File: config.mk
export PLATFORM = sky130hd
export DESIGN_NAME = pic8_core
export DESIGN_NICKNAME = d
export VERILOG_FILES = /design/src/rtl/pic8_pkg.sv /design/src/rtl/pic8_edge.sv /design/src/rtl/pic8_prio.sv /design/src/rtl/pic8_core.sv
export SDC_FILE = /design/constraint.sdc
export NUM_CORES = 1
export LEC_CHECK = 0
export ABC_AREA = 1
export BUFFER_PORTS_ARGS = -buffer_cell sky130_fd_sc_hd__buf_2
export CAP_MARGIN = 20
export CORE_UTILIZATION = 51
export DETAILED_ROUTE_END_ITERATION = 12
export PLACE_DENSITY = 0.75
export SLEW_MARGIN = 0
export SYNTH_ARGS = -nofsm -noshare
export SYNTH_HDL_FRONTEND = slang
export SYNTH_SLANG_ARGS = --single-unit
File: constraint.sdc
create_clock -name clk -period 1.5 [get_ports clk]
set_input_delay 0.15 -clock clk [delete_from_list [all_inputs] [get_ports clk]]
set_output_delay 0.15 -clock clk [all_outputs]
set_load 0.02 [all_outputs]
File: src/rtl/pic8_pkg.sv
package pic8_pkg;
    localparam int NUM_LVL = 8;
    localparam int LVL_W   = $clog2(NUM_LVL);

    typedef enum logic [1:0] {
        PH_RUN  = 2'd0,
        PH_BASE = 2'd1,
        PH_CASC = 2'd2,
        PH_MODE = 2'd3
    } phase_e;

    typedef struct packed {
        phase_e               phase;
        logic                 want_casc;
        logic                 want_mode;
        logic [NUM_LVL-1:0]   irr;
        logic [NUM_LVL-1:0]   isr;
        logic [NUM_LVL-1:0]   imr;
        logic                 sel_isr;
        logic                 poll;
    } pic_state_t;

    localparam logic [2:0] EOI_SPECIFIC = 3'b011;
endpackage

File: src/rtl/pic8_edge.sv
module pic8_edge #(
    parameter int WIDTH = 8
) (
    input  logic             clk,
    input  logic             rst_n,
    input  logic [WIDTH-1:0] lvl_in,
    output logic [WIDTH-1:0] rise
);
    logic [WIDTH-1:0] prev_q;

    for (genvar g = 0; g < WIDTH; g++) begin : g_bit
        always_ff @(posedge clk or negedge rst_n) begin
            if (!rst_n) prev_q[g] <= 1'b0;
            else        prev_q[g] <= lvl_in[g];
        end
        assign rise[g] = lvl_in[g] & ~prev_q[g];
    end
endmodule

File: src/rtl/pic8_prio.sv
module pic8_prio #(
    parameter int WIDTH = 8,
    localparam int LW   = $clog2(WIDTH)
) (
    input  logic [WIDTH-1:0] irr,
    input  logic [WIDTH-1:0] imr,
    input  logic [WIDTH-1:0] isr,
    output logic             grant,
    output logic [LW-1:0]    level
);
    logic [WIDTH-1:0] cand;
    logic             found;
    logic             blocked;

    always_comb begin
        cand    = irr & ~imr;
        found   = 1'b0;
        level   = LW'(WIDTH - 1);
        for (int i = WIDTH - 1; i >= 0; i--) begin
            if (cand[i]) begin
                found = 1'b1;
                level = LW'(i);
            end
        end
        blocked = 1'b0;
        for (int i = 0; i < WIDTH; i++) begin
            if (isr[i] && (LW'(i) <= level)) blocked = 1'b1;
        end
        grant = found && !blocked;
        if (!grant) level = LW'(WIDTH - 1);
    end
endmodule

File: src/rtl/pic8_core.sv
module pic8_core
    import pic8_pkg::*;
(
    input  logic       clk,
    input  logic       rst_n,
    input  logic [7:0] req_in,
    input  logic       wr_en,
    input  logic       rd_en,
    input  logic       addr,
    input  logic [7:0] wdata,
    output logic [7:0] rdata,
    output logic       irq_out
);
    pic_state_t         state_q, state_d;
    logic [NUM_LVL-1:0] rise;
    logic               grant;
    logic [LVL_W-1:0]   grant_lvl;
    logic               cmd_rd;

    pic8_edge #(.WIDTH(NUM_LVL)) u_edge (
        .clk    (clk),
        .rst_n  (rst_n),
        .lvl_in (req_in),
        .rise   (rise)
    );

    pic8_prio #(.WIDTH(NUM_LVL)) u_prio (
        .irr   (state_q.irr),
        .imr   (state_q.imr),
        .isr   (state_q.isr),
        .grant (grant),
        .level (grant_lvl)
    );

    assign cmd_rd  = rd_en && !addr;
    assign irq_out = grant;

    always_comb begin
        if (!rd_en)            rdata = '0;
        else if (addr)         rdata = state_q.imr;
        else if (state_q.poll) rdata = {grant, 4'b0000, grant_lvl};
        else if (state_q.sel_isr) rdata = state_q.isr;
        else                   rdata = state_q.irr;
    end

    always_comb begin
        state_d = state_q;
        if (cmd_rd) begin
            state_d.poll = 1'b0;
            if (state_q.poll && grant) begin
                state_d.isr[grant_lvl] = 1'b1;
                state_d.irr[grant_lvl] = 1'b0;
            end
        end
        if (wr_en) begin
            if (!addr) begin
                if (wdata[4]) begin
                    state_d.phase     = PH_BASE;
                    state_d.want_casc = !wdata[1];
                    state_d.want_mode = wdata[0];
                    state_d.irr       = '0;
                    state_d.isr       = '0;
                    state_d.sel_isr   = 1'b0;
                    state_d.poll      = 1'b0;
                end else if (state_q.phase == PH_RUN) begin
                    if (wdata[3]) begin
                        if (wdata[1]) state_d.sel_isr = wdata[0];
                        state_d.poll = wdata[2];
                    end else if (wdata[7:5] == EOI_SPECIFIC) begin
                        state_d.isr[wdata[2:0]] = 1'b0;
                    end
                end
            end else begin
                case (state_q.phase)
                    PH_RUN:  state_d.imr = wdata;
                    PH_BASE: state_d.phase = state_q.want_casc ? PH_CASC :
                                             (state_q.want_mode ? PH_MODE : PH_RUN);
                    PH_CASC: state_d.phase = state_q.want_mode ? PH_MODE : PH_RUN;
                    default: state_d.phase = PH_RUN;
                endcase
            end
        end
        state_d.irr = state_d.irr | rise;
    end

    always_ff @(posedge clk or negedge rst_n) begin
        if (!rst_n) begin
            state_q.phase     <= PH_RUN;
            state_q.want_casc <= 1'b0;
            state_q.want_mode <= 1'b0;
            state_q.irr       <= '0;
            state_q.isr       <= '0;
            state_q.imr       <= '1;
            state_q.sel_isr   <= 1'b0;
            state_q.poll      <= 1'b0;
        end else begin
            state_q <= state_d;
        end
    end
endmodule

==> flow_summary_export.csv <==
group,metric,value,unit
die,design.die.area,4550,um^2
setup_path,ff2ff_path_depth,14,
timing,min_period,2190,ps
logic_synthesis,synth.avg_cell_area,7.43,um^2
setup_path,cp-end-kind,"primary output",
global_routing,grt-ovfl-total,0,
setup_path,r2r-end,"state_q[19]",
logic_synthesis,synth_edf_count,0,
setup_path,r2r_slack,-630,ps
logic_synthesis,synthCells,294,
setup_path,crit_end,"rdata[7]",
setup_path,worstPathRequired,1350,ps
die,initial_core_util,0.538,
placed_design,pre_cts_ws,-375,ps
timing,tightest_slew,636,ps
layout,n_antenna_cell,0,
power_and_ir_drop,p_clk_frac,0.191,
setup_path,worstPathArrival,2040,ps
clock_network,htree_levels,2,
drt,wire_per_inst,15.1,um
power_and_ir_drop,swShare,0.389,
power_and_ir_drop,power_density,1250,nW/um^2
power_and_ir_drop,total_power,3910,uW
power_and_ir_drop,power.net_switching,1520,uW
drt,drt_wl_total,6510,um
layout,drive_gt1_frac,0.403,
placed_design,routabilityCongestion,0.904,
timing,timing_hold_violations_final,0,
logic_synthesis,synth_seq_cells,38,
logic_synthesis,synth.largest_area_cell,"dfrtp_1",
logic_synthesis,synth.top_cell.area_share,0.344,
logic_synthesis,synth.distinct_cells,29,
die,num_io_pins,30,
status,status,"finished, violations left",
timing,setup_ws,-695,ps
power_and_ir_drop,pwr-share-seq,0.359,
drt,via_count,2287,
timing,fmax,456,MHz
die,die_x,67.5,um
die,core,4060,um^2
clock_network,clockBufferDepth,2,
logic_synthesis,seq_area_frac_synth,0.440,
clock_network,insertion_delay,300,ps
timing,grt_setup_unrepaired,"yes",
setup_path,r2r_start,"state_q[20]",
placed_design,dp_hpwl,4480,um
worst_hold_path,min_path_type,"primary input to flop",
layout,mostFrequentLayoutCells,"nand2_1 (73), inv_1 (48), buf_4 (46)",
clock_network,clockRootBuffer,"clkbuf_8",
logic_synthesis,synth_ff_type,"dfrtp_1",
global_routing,grt_start_max_net_pins,24,
global_routing,grt_usage,0.318,
layout,area_growth,43.7,%
logic_synthesis,ys_warn_count,0,
setup_path,cp_slowest_cell,"dfstp_2",
timing,fin_skew,6.29,ps
global_routing,antenna_found_initial,0,
setup_path,startpoint_type,"flop",
timing,report.final.slew_viol_count,0,
power_and_ir_drop,intPower,2390,uW
die,fp.dieH,67.5,um
drt,dr.first_iter.drc_count,137,
setup_path,crit_family,"simple AND/OR/NAND/NOR gates",
power_and_ir_drop,peakVddDrop,842,uV
layout,layout.nets,403,
setup_path,setup.worst_path.class,"flop to primary output",
setup_path,critPathMaxStageDelay,540,ps
clock_network,clk_pin_slew,80,ps
logic_synthesis,synthArstFlopShare,1.00,
placed_design,port_buffers,29,
setup_path,crit_fanout,6,
die,row_count,23,
timing,relSlewSlack,0.576,
drt,route.detailed.drc,0,
setup_path,crit_chain,"inv_2 > nand2_4 > nand2_2 > nor2_4 > nand3_2 > nand2_2 > nand3_4 > nand3_4 > o211ai_1 > o21ai_1 > nor2_2 > buf_6",
status,violations,"negative setup slack",
clock_network,numCtsBuffers,5,
clock_network,cts_sinks,38,
power_and_ir_drop,p_leak,0.00159,uW
timing,setup_viol,25,
run,maxCapViolCount,0,
clock_network,cts_tree,"yes",
logic_synthesis,netlist_area,2180,um^2
setup_path,crit_buf_inv,2,
logic_synthesis,syn-num-nets,318,
global_routing,grt_pass1_wl,10400,um
layout,final_common_cell,"nand2_1",
drt,first_pass_iters,5,
timing,fin_crit_sh,1.46,
power_and_ir_drop,comb_power_share,0.450,
drt,vias_per_cell,5.32,
layout,n_fill_cell,287,
global_routing,grt_pass1_vias,2295,
setup_path,path_depth,12,
drt,ant_nets,0,
logic_synthesis,ys_top_cells_by_area,"dfrtp_1 (34%), nand2_1 (13%), dfstp_2 (9.6%)",
setup_path,cp-startpoint,"state_q[4]",
## timing repair
action                                 in CTS  in global routing
setup buffers                               7                  5
endpoints found under the hold margin      20                  0
pin swaps                                  15                  7
hold buffers                                9                  0
resized for setup                          28                 22
setup endpoints to repair                  25                 33
## layer usage
layer / track usage / routed length, um / vias up
met5: 0 / 0 / -
met4: 0.149 / 216 / 0
met3: 0.0659 / 373 / 19
met2: 0.546 / 3180 / 79
met1: 0.378 / 2740 / 1082
li1: - / - / 1107
## sequential cells by signal (all words and copies together) (netlist names)
register       cells
u_edge.prev_q      8
state_q           30
## worst min path at each step
| stage | slack, ps | endpoint | depth (start not counted) | from |
|---|---|---|---|---|
| 2_1_floorplan | -150 | state_q[0] | 0 | rst_n |
| 3_3_place_gp | 90 | state_q[26] | 1 | rst_n |
| 3_5_place_dp | 90 | state_q[26] | 1 | rst_n |
| 4_1_cts | 80 | state_q[9] | 3 | wdata[7] |
| 5_1_grt | 120 | state_q[6] | 3 | wdata[4] |
| 6_report | 90 | state_q[9] | 3 | wdata[7] |
## area by class of cell
type	instances	area [um^2]	area share
Clock buffer	7	86.3	0.0275
Clock inverter	1	5.00	0.00159
Inverter	57	214	0.0682
Multi-Input combinational cell	195	1200	0.382
Sequential cell	38	962	0.306
Tap cell	50	62.6	0.0199
Timing Repair Buffer	82	611	0.194
## Yosys cell counts (3+ instances only)
library cell and n:
a21oi_1 23, nor3_1 4, clkbuf_1 3, o21ai_0 24, inv_1 55, a21oi_2 3
nor2_4 4, dfstp_2 8, nor2_1 13, dfrtp_1 30, ha_1 3, nand2_2 9
nand2_1 78, nand3_1 17
## cell families after synthesis
| family | count (synthesis) | share of synthesized area |
|---|---|---|
| compound gates | 60 | 0.153 |
| buf+inv | 61 | 0.105 |
| fa+ha+maj | 3 | 0.0172 |
| flops | 38 | 0.440 |
| simple gates | 132 | 0.284 |
## power by group through the flow
| stage | logic, uW | clock network [uW] | registers [uW] |
|---|---|---|---|
| floorplan | 906 | 0 | 1380 |
| global placement | 1390 | 0 | 1400 |
| detailed placement | 1420 | 0 | 1410 |
| CTS | 1620 | 757 | 1400 |
| global route | 1920 | 795 | 1430 |
| finish | 1760 | 746 | 1410 |
## through the flow
step	instance area [um^2]	hold WS (ps)	setup TNS [ps]	util	instances
2_1_floorplan	2260	-146	-1830	-	294
3_5_place_dp	2710	94.0	-5990	0.667	401
3_3_place_gp	2710	87.1	-5000	0.667	401
5_1_grt	3140	122	-14410	0.774	430
6_report	3140	85.0	-11670	0.774	430
4_1_cts	3030	84.7	-9210	0.746	425
## worst reg2reg max path, delay by kind of cell, from the launching register on
kind,cells,cell delay (ps)
AO/OA/AOI/OAI,1,110
buffers and inverters,3,420
flip-flops,1,420
AND/OR/NAND/NOR,10,1070
Power figures use the tool's default switching activity.
